## src/rtl/dma_pkg.sv

```systemverilog
package dma_pkg;
  localparam int NCH     = 4;
  localparam int CH_W    = $clog2(NCH);
  localparam int ADDR_W  = 16;
  localparam int CNT_W   = 14;
  localparam int REG_W   = CNT_W + 2;
  localparam int MODE_W  = NCH + 4;
  localparam int STAT_W  = NCH + 1;

  localparam int MODE_ROT    = NCH;
  localparam int MODE_EXTW   = NCH + 1;
  localparam int MODE_TCSTOP = NCH + 2;
  localparam int MODE_AUTO   = NCH + 3;
  localparam int STAT_UPD    = NCH;
  localparam int AL_DST      = 2;
  localparam int AL_SRC      = 3;

  typedef enum logic [1:0] {ST_IDLE, ST_WAIT, ST_XA, ST_XB} dma_state_e;
  typedef enum logic [1:0] {
    XF_VERIFY  = 2'b00,
    XF_WRITE   = 2'b01,
    XF_READ    = 2'b10,
    XF_ILLEGAL = 2'b11
  } xfer_kind_e;
endpackage

```

## src/rtl/dma_chan.sv

```systemverilog
module dma_chan
  import dma_pkg::*;
(
  input  logic              clk_i,
  input  logic              rst_ni,
  input  logic              wr_i,
  input  logic              wr_cnt_i,
  input  logic              wr_hi_i,
  input  logic [7:0]        wdata_i,
  input  logic              step_i,
  input  logic              load_i,
  input  logic [ADDR_W-1:0] load_addr_i,
  input  logic [REG_W-1:0]  load_cnt_i,
  output logic [ADDR_W-1:0] addr_o,
  output logic [REG_W-1:0]  cnt_o,
  output logic              tc_o
);
  logic [ADDR_W-1:0] addr_q;
  logic [REG_W-1:0]  cnt_q;

  always_ff @(posedge clk_i or negedge rst_ni) begin
    if (!rst_ni) begin
      addr_q <= '0;
      cnt_q  <= '0;
    end else if (load_i) begin
      addr_q <= load_addr_i;
      cnt_q  <= load_cnt_i;
    end else if (step_i) begin
      addr_q             <= addr_q + 1'b1;
      cnt_q[CNT_W-1:0]   <= cnt_q[CNT_W-1:0] - 1'b1;
    end else if (wr_i) begin
      if (wr_cnt_i) begin
        if (wr_hi_i) cnt_q[15:8] <= wdata_i;
        else         cnt_q[7:0]  <= wdata_i;
      end else begin
        if (wr_hi_i) addr_q[15:8] <= wdata_i;
        else         addr_q[7:0]  <= wdata_i;
      end
    end
  end

  assign addr_o = addr_q;
  assign cnt_o  = cnt_q;
  assign tc_o   = (cnt_q[CNT_W-1:0] == '0);


  step_adv_chk: assert property (@(posedge clk_i) disable iff (!rst_ni)
    (step_i && !load_i) |=> (addr_o == $past(addr_o) + 16'd1) &&
                            (cnt_o[CNT_W-1:0] == $past(cnt_o[CNT_W-1:0]) - 14'd1) &&
                            (cnt_o[REG_W-1:CNT_W] == $past(cnt_o[REG_W-1:CNT_W])));

  reload_chk: assert property (@(posedge clk_i) disable iff (!rst_ni)
    load_i |=> (addr_o == $past(load_addr_i)) && (cnt_o == $past(load_cnt_i)));
endmodule

```

## src/rtl/dma_arb.sv

```systemverilog
module dma_arb
  import dma_pkg::*;
(
  input  logic [NCH-1:0]  req_i,
  input  logic            rot_i,
  input  logic [CH_W-1:0] base_i,
  output logic            any_o,
  output logic [CH_W-1:0] idx_o
);
  logic [CH_W-1:0] cand;

  // scan from lowest to highest priority so the last hit is the winner
  always_comb begin
    any_o = 1'b0;
    idx_o = '0;
    cand  = '0;
    for (int k = NCH - 1; k >= 0; k--) begin
      cand = rot_i ? CH_W'(base_i + CH_W'(k)) : CH_W'(k);
      if (req_i[cand]) begin
        any_o = 1'b1;
        idx_o = cand;
      end
    end
  end
endmodule

```

## src/rtl/dma_seq.sv

```systemverilog
module dma_seq
  import dma_pkg::*;
(
  input  logic       clk_i,
  input  logic       rst_ni,
  input  logic       any_i,
  input  logic       hlda_i,
  input  logic       drq_cur_i,
  input  logic       en_cur_i,
  input  logic       tc_i,
  output dma_state_e state_o,
  output logic       grab_o,
  output logic       step_o,
  output logic       release_o
);
  dma_state_e state_q, state_n;

  always_comb begin
    state_n = state_q;
    unique case (state_q)
      ST_IDLE: if (any_i) state_n = ST_WAIT;
      ST_WAIT: begin
        if (!any_i)      state_n = ST_IDLE;
        else if (hlda_i) state_n = ST_XA;
      end
      ST_XA:   state_n = hlda_i ? ST_XB : ST_IDLE;
      ST_XB: begin
        if (!hlda_i || tc_i || !drq_cur_i || !en_cur_i) state_n = ST_IDLE;
        else                                            state_n = ST_XA;
      end
      default: state_n = ST_IDLE;
    endcase
  end

  always_ff @(posedge clk_i or negedge rst_ni) begin
    if (!rst_ni) state_q <= ST_IDLE;
    else         state_q <= state_n;
  end

  assign state_o   = state_q;
  assign grab_o    = (state_q == ST_WAIT) && any_i && hlda_i;
  assign step_o    = (state_q == ST_XB);
  assign release_o = step_o && (state_n == ST_IDLE);


  phase_order_chk: assert property (@(posedge clk_i) disable iff (!rst_ni)
    (state_o == ST_XB) |-> $past(state_o) == ST_XA);
endmodule

```

## src/rtl/dma_ctrl4.sv

```systemverilog
module dma_ctrl4
  import dma_pkg::*;
(
  input  logic              clk_i,
  input  logic              rst_ni,
  input  logic              cs_i,
  input  logic              rd_i,
  input  logic              wr_i,
  input  logic [3:0]        addr_i,
  input  logic [7:0]        wdata_i,
  output logic [7:0]        rdata_o,
  input  logic [NCH-1:0]    drq_i,
  output logic [NCH-1:0]    dack_o,
  output logic              hold_o,
  input  logic              hlda_i,
  output logic [ADDR_W-1:0] addr_o,
  output logic              mem_rd_o,
  output logic              mem_wr_o,
  output logic              io_rd_o,
  output logic              io_wr_o,
  output logic              tc_o
);
  dma_state_e        state;
  logic [CH_W-1:0]   cur_q, base_q, arb_idx;
  logic              arb_any, grab, step, release_b;
  logic [MODE_W-1:0] mode_q;
  logic [STAT_W-1:0] stat_q, stat_set;
  logic              hi_q;
  logic [NCH-1:0]    pending, ch_tc;
  logic [ADDR_W-1:0] ch_addr [NCH];
  logic [REG_W-1:0]  ch_cnt  [NCH];
  logic [REG_W-1:0]  rd_sel;
  logic              mode_wr, stat_rd, reg_acc, cur_tc, al_fire, active, wr_phase;
  xfer_kind_e        kind;

  assign pending = drq_i & mode_q[NCH-1:0];
  assign mode_wr = cs_i & wr_i & addr_i[3];
  assign stat_rd = cs_i & rd_i & addr_i[3];
  assign reg_acc = cs_i & (rd_i | wr_i) & ~addr_i[3];
  assign cur_tc  = ch_tc[cur_q];
  assign al_fire = step & cur_tc & mode_q[MODE_AUTO] & (cur_q == CH_W'(AL_DST));

  dma_arb u_arb (
    .req_i  (pending),
    .rot_i  (mode_q[MODE_ROT]),
    .base_i (base_q),
    .any_o  (arb_any),
    .idx_o  (arb_idx)
  );

  dma_seq u_seq (
    .clk_i     (clk_i),
    .rst_ni    (rst_ni),
    .any_i     (arb_any),
    .hlda_i    (hlda_i),
    .drq_cur_i (drq_i[cur_q]),
    .en_cur_i  (mode_q[cur_q]),
    .tc_i      (cur_tc),
    .state_o   (state),
    .grab_o    (grab),
    .step_o    (step),
    .release_o (release_b)
  );

  for (genvar k = 0; k < NCH; k++) begin : g_ch
    dma_chan u_ch (
      .clk_i       (clk_i),
      .rst_ni      (rst_ni),
      .wr_i        (cs_i & wr_i & ~addr_i[3] & (addr_i[2:1] == CH_W'(k))),
      .wr_cnt_i    (addr_i[0]),
      .wr_hi_i     (hi_q),
      .wdata_i     (wdata_i),
      .step_i      (step & (cur_q == CH_W'(k))),
      .load_i      ((k == AL_DST) ? al_fire : 1'b0),
      .load_addr_i (ch_addr[AL_SRC]),
      .load_cnt_i  (ch_cnt[AL_SRC]),
      .addr_o      (ch_addr[k]),
      .cnt_o       (ch_cnt[k]),
      .tc_o        (ch_tc[k])
    );
  end

  always_comb begin
    stat_set = '0;
    if (step && cur_tc) stat_set[cur_q]    = 1'b1;
    if (al_fire)        stat_set[STAT_UPD] = 1'b1;
  end

  always_ff @(posedge clk_i or negedge rst_ni) begin
    if (!rst_ni) begin
      mode_q <= '0;
      stat_q <= '0;
      hi_q   <= 1'b0;
      cur_q  <= '0;
      base_q <= '0;
    end else begin
      if (mode_wr)      hi_q <= 1'b0;
      else if (reg_acc) hi_q <= ~hi_q;
      if (mode_wr) mode_q <= wdata_i;
      else if (step && cur_tc && mode_q[MODE_TCSTOP]) mode_q[cur_q] <= 1'b0;
      // a bit set on the clearing read survives
      stat_q <= (stat_rd ? '0 : stat_q) | stat_set;
      if (grab)      cur_q  <= arb_idx;
      if (release_b) base_q <= cur_q + 1'b1;
    end
  end

  assign active   = (state == ST_XA) || (state == ST_XB);
  assign wr_phase = (state == ST_XB) || ((state == ST_XA) && mode_q[MODE_EXTW]);
  assign kind     = xfer_kind_e'(ch_cnt[cur_q][REG_W-1:CNT_W]);

  assign hold_o   = (state != ST_IDLE);
  assign dack_o   = active ? (NCH'(1) << cur_q) : '0;
  assign addr_o   = active ? ch_addr[cur_q] : '0;
  assign mem_rd_o = active   && (kind == XF_READ);
  assign io_wr_o  = wr_phase && (kind == XF_READ);
  assign io_rd_o  = active   && (kind == XF_WRITE);
  assign mem_wr_o = wr_phase && (kind == XF_WRITE);
  assign tc_o     = (state == ST_XB) && cur_tc;

  always_comb begin
    rd_sel = addr_i[0] ? ch_cnt[addr_i[2:1]] : ch_addr[addr_i[2:1]];
    if (addr_i[3]) rdata_o = 8'(stat_q);
    else           rdata_o = hi_q ? rd_sel[15:8] : rd_sel[7:0];
  end


  dack_onehot_chk: assert property (@(posedge clk_i) disable iff (!rst_ni)
    $onehot0(dack_o));

  dack_hold_chk: assert property (@(posedge clk_i) disable iff (!rst_ni)
    (dack_o != '0) |-> hold_o);

  tc_release_chk: assert property (@(posedge clk_i) disable iff (!rst_ni)
    tc_o |=> !hold_o);

  tc_status_chk: assert property (@(posedge clk_i) disable iff (!rst_ni)
    tc_o |=> stat_q[$past(cur_q)]);

  grant_valid_chk: assert property (@(posedge clk_i) disable iff (!rst_ni)
    grab |-> pending[arb_idx]);

  tc_stop_chk: assert property (@(posedge clk_i) disable iff (!rst_ni)
    (tc_o && mode_q[MODE_TCSTOP] && !mode_wr) |=> !mode_q[$past(cur_q)]);

  stat_clear_chk: assert property (@(posedge clk_i) disable iff (!rst_ni)
    (stat_rd && !step) |=> (stat_q == '0));
endmodule

```

## config.mk

```make
export PLATFORM = sky130hd
export DESIGN_NAME = dma_ctrl4
export DESIGN_NICKNAME = d
export VERILOG_FILES = /design/src/rtl/dma_pkg.sv /design/src/rtl/dma_chan.sv /design/src/rtl/dma_arb.sv /design/src/rtl/dma_seq.sv /design/src/rtl/dma_ctrl4.sv
export SDC_FILE = /design/constraint.sdc
export NUM_CORES = 1
export LEC_CHECK = 0
export ABC_AREA = 1
export ABC_CLOCK_PERIOD_IN_PS = 5200
export BUFFER_PORTS_ARGS = -buffer_cell sky130_fd_sc_hd__buf_2
export CAP_MARGIN = 25
export CORE_MARGIN = 2
export CORE_UTILIZATION = 46
export DETAILED_ROUTE_END_ITERATION = 7
export PLACE_DENSITY = 0.66
export REMOVE_ABC_BUFFERS = 1
export SYNTH_ARGS = -nofsm -noshare
export SYNTH_HDL_FRONTEND = slang
export SYNTH_SLANG_ARGS = --single-unit
```

## constraint.sdc

```tcl
create_clock -name clk_i -period 5.2 [get_ports clk_i]
set_input_delay 0.26 -clock clk_i [delete_from_list [all_inputs] [get_ports clk_i]]
set_output_delay 0.26 -clock clk_i [all_outputs]
set_load 0.005 [all_outputs]
```

* Yosys cells after proc, flatten, opt, wreduce, memory -nomap -nowiden *
Cells that the tools add are included.
W data, S select, Z words.

operators by class
  add/subtract/negate cells = 12
  shift operators = 1
  reduce and logical (&&, ||, !) cells = 65
  muxes and demuxes = 87
  order comparisons = 9
  equal/unequal tests = 20
  bitwise gates (word level) = 30

operators with widths
  kind                     count
  $mux W16                 23
  $mux W14                 10
  $bmux W16 S2             4
  $add A16 B1 Y16 const B  4
  $logic_not A14 Y1        4
  $sub A14 B1 Y14 const B  4
  $mux W8                  6
  $reduce_and A3 Y1        16
  $reduce_bool A2 Y1       15
  $mux W2                  14
  $and A1 B1 Y1            18
  $mux W6                  3
  $reduce_and A4 Y1        4
  $lt A2 B3 Y1 const B     5
  $mux W1                  15
  $bmux W1 S2              7
  $eq A2 B2 Y1 const B     7
  $ne A2 B1 Y1 const B     6
  $logic_and A1 B1 Y1      11
  $reduce_bool A3 Y1       3
  $and A8 B8 Y8            1
  $eq A2 B1 Y1 const B     4
  $logic_not A2 Y1         4
  $mux W4                  2
  19 further kinds         34

word-level totals
  input port bits = 22
  logic and storage cells = 250
  flip-flop bits (word level) = 148
  output and inout bits = 34

* Longest topological paths before layout *
  depth after elaboration = 12
  gate-level depth with buffers = 15
  mapped depth without buffers = 14

* Modules after synthesis *
A second synthesis with hierarchy kept.

second synthesis, totals
  cells, all modules = 2269
  area, all modules = 13526.7 um^2

by module, submodules not included
  module                       sequential area each (um^2)  instances  cells an instance  area an instance (um^2)
  dma_chan (g_ch[1].u_ch ...)  800.8                        3          399                2553.7
  dma_ctrl4                    450.4                        1          623                3051.7
  dma_chan (g_ch[0].u_ch)      800.8                        1          383                2442.3
  dma_arb                      0.0                          1          46                 241.5
  dma_seq                      50.0                         1          20                 130.1

* Worst setup path after synthesis *
No wires, ideal clock.

  kind = flip-flop to flip-flop
  start = reg cur_q[1]
  end = reg g_ch[1].u_ch.addr_q[3]
  data required time = 5.079 ns
  arrival = 2.162 ns
  path slack = 2.917 ns
  buffers on the path = 4
  setup time = 0.121 ns
  clock period less this slack = 2.283 ns
  cell stages (with the launch flop) = 13
  cells stage by stage = dfrtp_1 -> buf_2 -> inv_1 -> buf_2 -> buf_1 -> ha_1 -> inv_1 -> nor2_8 -> inv_2 -> buf_2 -> nand2_1 -> o21ai_0 -> o22a_1

on the way
  longest elaborated chain between the ends = 4
  elaborated cells between the ends (all ways) = 7
  those cells by class = 3 x eq/ne; 1 x mux; 1 x bitwise; 2 x reduce/logical

ends and longest elaborated chain
  element                                                              RTL line          text
  start: declaration                                                   dma_ctrl4.sv:24   logic [CH_W-1:0] cur_q, base_q, arb_idx;
  start signal: assignment                                             dma_ctrl4.sv:103  if (grab) cur_q <= arb_idx;
  $eq A2 B1 Y1 (*)                                                     dma_ctrl4.sv:73   .step_i (step & (cur_q == CH_W'(k))),
  $and A1 B1 Y1 (*)                                                    dma_ctrl4.sv:73
  $ne A2 B1 Y1 (no source line) or $reduce_bool A2 Y1 (tied branches)  --
  $reduce_and A3 Y1 (no source line)                                   --
  end signal: assignment                                               dma_chan.sv:26    addr_q <= load_addr_i;
  end signal: assignment                                               dma_chan.sv:29    addr_q <= addr_q + 1'b1;
  end signal: assignment                                               dma_chan.sv:37    else addr_q[7:0] <= wdata_i;
  end: declaration                                                     dma_chan.sv:18    logic [ADDR_W-1:0] addr_q;

Mark *: on every way between the ends. The rest lies on a longest branch, timed or not.
A chain may end at the register's enable or synchronous reset.

* Worst setup path after layout *
  start = reg cur_q[1]
  end = reg g_ch[1].u_ch.cnt_q[9]

on the way
  longest elaborated chain between the ends = 4
  elaborated cells between the ends (all ways) = 7
  those cells by class = 1 x eq/ne; 1 x mux; 1 x bitwise; 4 x reduce/logical

ends and longest elaborated chain
  element                              RTL line         text
  $eq A2 B1 Y1 (*)                     dma_ctrl4.sv:73
  $and A1 B1 Y1 (*)                    dma_ctrl4.sv:73
  $reduce_bool A2 Y1 (no source line)  --
  $reduce_and A3 Y1 (no source line)   --
  end signal: assignment               dma_chan.sv:27   cnt_q <= load_cnt_i;
  end signal: indexed assignment       dma_chan.sv:30   cnt_q[CNT_W-1:0] <= cnt_q[CNT_W-1:0] - 1'b1;
  end signal: assignment               dma_chan.sv:33   if (wr_hi_i) cnt_q[15:8] <= wdata_i;
  end: declaration                     dma_chan.sv:19   logic [REG_W-1:0] cnt_q;

Marks and branches as above.

==> key figures <==
Routing
  • Total Wirelength: 45000 um
  • DR vias: 12800
  • Detailed Route Iter0 Violations: 1779
  • 1st-pass router iterations: 8
  • DRC violations left: 2
  • Final ANT Viol Nets: 0
  • Vias per cell: 5.94
  • DR WL/cell: 20.9 um

Floorplanning
  • Site row count: 58
  • # IOs: 56
  • Starting density of the core: 46.6%
  • Vert. Die Dim: 163 um
  • Die width: 163 um
  • CORE AREA: 25000 um^2
  • Die area: 26600 um^2

Clock tree
  • Clk Latency, worst-skew pair: 440 ps
  • CTS buffer count: 17
  • Post-CTS Setup Inserts: 0
  • Max Buffers Root-to-Sink: 2
  • CTS root buffer: clkbuf_16
  • H-tree depth: 4
  • Reg clk slew, reported paths: 70 ps
  • Resize count post-CTS: 0
  • CTS Sinks: 148
  • TritonCTS clock tree: built

Worst setup path
  • Slowest CP cell: dfrtp_1
  • Worst endpoint data arrival time: 3830 ps
  • Crit-path leading delay family: buffers and inverters
  • Worst R2R Setup Slack: 1700 ps
  • CP bufs+invs: 3
  • CP cell instances: inv_1 > ha_1 > inv_1 > nor2_8 > inv_2 > nand2_2 > nor2_1 > nor2_1 > o31ai_1 > nand2_1
  • Worst Path Required: 5530 ps
  • CP max stage delay: 950 ps
  • Nature of the critical path startpoint: flop
  • Worst-path fanout max: 27
  • WS Path Type: flop to flop
  • Critical Path Sink Type: flop

Timing
  • Worst slew pin tran: 973 ps
  • Max-slew violations: 0
  • Setup TNS: 0 ps
  • Min cycle time layout: 3500 ps
  • Period Utilization, post-route: 67.3%
  • Clk_skew: 11.3 ps
  • Fmax: 0.286 GHz
  • Final hold vios: 0
  • Setup Viol. Count Final: 0
  • Unrepaired setup endpoints after global routing: no
  • Slew HR: 35.1%

Synth
  • Commonest register cell after synthesis: dfrtp_1
  • Yosys reg bits: 148
  • Seq/Total Area, Yosys: 31.8%
  • Share of synthesized registers carrying an async set or reset: 100%
  • Number of synthesized flops with an enable pin: 0
  • Synth Instances: 1800
  • Ys Warns: 0
  • Synth cell types: 60
  • Syn_area_per_cell: 6.48 um^2
  • Synthesized area: 11700 um^2

Place
  • Detailed placement HPWL: 33600 um
  • IO buf count: 55
  • GP Congestion: 1.06

Power and ir drop
  • Leakage: 6.25 nW
  • IR drop worst, VDD: 0.239 mV
  • Pwr dens: 535 nW/um^2

Layout
  • Commonest non-fill, non-tap cell in the layout: nand2_1
  • N_diodes: 0
  • Fill cells: 2565
  • Post-Route Utilization: 50.4%
  • Area Overhead vs Synth: 8.20%
  • Commonest non-fill, non-tap cells in the layout: nand2_1, nor2_1, inv_1, o21ai_0, dfrtp_1
  • Nets@finish: 1848
  • Layout cells sized above 1: 9.05%

GRT
  • GR Util All Layers: 34.3%
  • First-pass GRT wire length: 69300 um
  • Grt total ovfl: 0
  • Initial antenna violation count: 0
  • Vias in the first global route: 11600
  • Largest net degree at the start of global routing: 94

Hold path
  • Hold Path Class: primary input to flop

Outcome
  • Status: complete, but fails checks
  • Failing checks: DRC

Flow run
  • MaxCap Viol Count: 0
-- cell usage after synthesis (7+ instances only) --
library cell  number  share of area (%)
nand2_1          519                 17
nor2_1           190                6.1
inv_1            175                5.6
o21ai_0          160                6.9
dfrtp_1          148                 32
a21oi_1          109                4.7
nand3_1          109                4.7
nand4_1           35                1.9
a31oi_1           31                1.7
o22ai_1           28                1.5
clkbuf_1          26               0.84
buf_2             24                1.0
inv_2             21               0.68
nor3_1            20               0.86
nand2_2           19                1.0
xor2_1            19                1.4
a22oi_1           16                1.0
ha_1              16                1.7
o211ai_1          14               0.90
buf_6             12                1.2
o31ai_1           10               0.64
o21ai_1            9               0.39
a21boi_0           7               0.45
o21ai_2            7               0.53
-- cells by family (layout without fill, tap and decap cells) --
kind of cell	count (synthesis)	count (layout)	synth area share (%)
AO/OA/AOI/OAI	420	420	20.8
XOR/XNOR	25	25	1.88
adder cells (fa/ha/maj)	16	16	1.72
buffers and inverters	271	294	9.99
flip-flops	148	148	31.8
multiplexers	1	1	0.0858
AND/OR/NAND/NOR	919	919	33.7
-- through the flow --
step           setup WS [ps]  hold slack [ps]  power, mW  cells  cell area [um^2]
2_1_floorplan           2440            -35.6       4.15   1730             11300
3_3_place_gp            1930              420       5.26   2120             12000
3_5_place_dp            1830              419       5.30   2120             12000
4_1_cts                 1820             96.1       6.62   2153             12600
5_1_grt                 1380             96.8       7.20   2153             12600
6_report                1700              105       6.75   2153             12600
-- layer usage --
| metal | vias up | global-route usage [%] | wire length (um) | part of all wire (%) |
|---|---|---|---|---|
| li1 | 6004 | - | - | - |
| met1 | 5942 | 47.5 | 18800 | 42 |
| met2 | 725 | 52.3 | 19700 | 44 |
| met3 | 118 | 7.24 | 4730 | 11 |
| met4 | 0 | 13.4 | 1770 | 3.9 |
| met5 | - | 0 | 0 | 0 |
-- cell type report --
class / instances / area, um^2 / share of cell area, %
clock buffers: 20 / 467 / 3.70
flip-flops and latches: 148 / 3700 / 29.4
clock inverters: 12 / 141 / 1.12
well taps: 330 / 413 / 3.27
multi-input cells: 1381 / 6790 / 53.8
inverters: 201 / 771 / 6.11
repair buffers: 61 / 329 / 2.61
-- worst register-to-register path: stages, from the launching register on --
cell	delay [ps]
dfrtp_1	950
inv_1	600
ha_1	390
inv_1	220
nor2_8	150
inv_2	360
nand2_2	120
nor2_1	380
nor2_1	80
o31ai_1	70
nand2_1	80
-- worst paths after layout --
kind                            cells past startpoint                                  to                 start
worst min register to register                      2                 stat_q[0]$_DFF_PN0_   stat_q[0]$_DFF_PN0_
worst min-delay path                                3          u_seq.state_o[0]$_DFF_PN0_                hlda_i
max in group asynchronous                           3  g_ch[3].u_ch.cnt_o[15]$_DFFE_PN0P_                rst_ni
min in group asynchronous                           2   g_ch[2].u_ch.cnt_o[9]$_DFFE_PN0P_                rst_ni
worst max-delay path                               10   g_ch[1].u_ch.cnt_o[9]$_DFFE_PN0P_  cur_q[1]$_DFFE_PN0P_
worst max register to register                     10   g_ch[1].u_ch.cnt_o[9]$_DFFE_PN0P_  cur_q[1]$_DFFE_PN0P_
-- sequential cells by signal, summed over array words and instances, names as in the netlist --
register and count:
g_ch.u_ch.cnt_o 64, mode_q 8, u_seq.state_o 2, stat_q 5, base_q 2, g_ch.u_ch.addr_o 64, hi_q 1, cur_q 2
-- repair_timing --
action / CTS / global route
endpoints found under the hold margin: 52 / 0
hold buffers: 1 / 0
endpoints found under the setup margin: 0 / 0
-- where the power goes --
group | switching [mW] | leakage (nW) | internal [mW]
clock network | 0.564 | 0.294 | 0.754
logic | 2.05 | 4.26 | 0.953
registers | 0.798 | 1.69 | 1.63
total | 3.41 | 6.25 | 3.34
No activity file was read; power rests on OpenSTA's default activity.
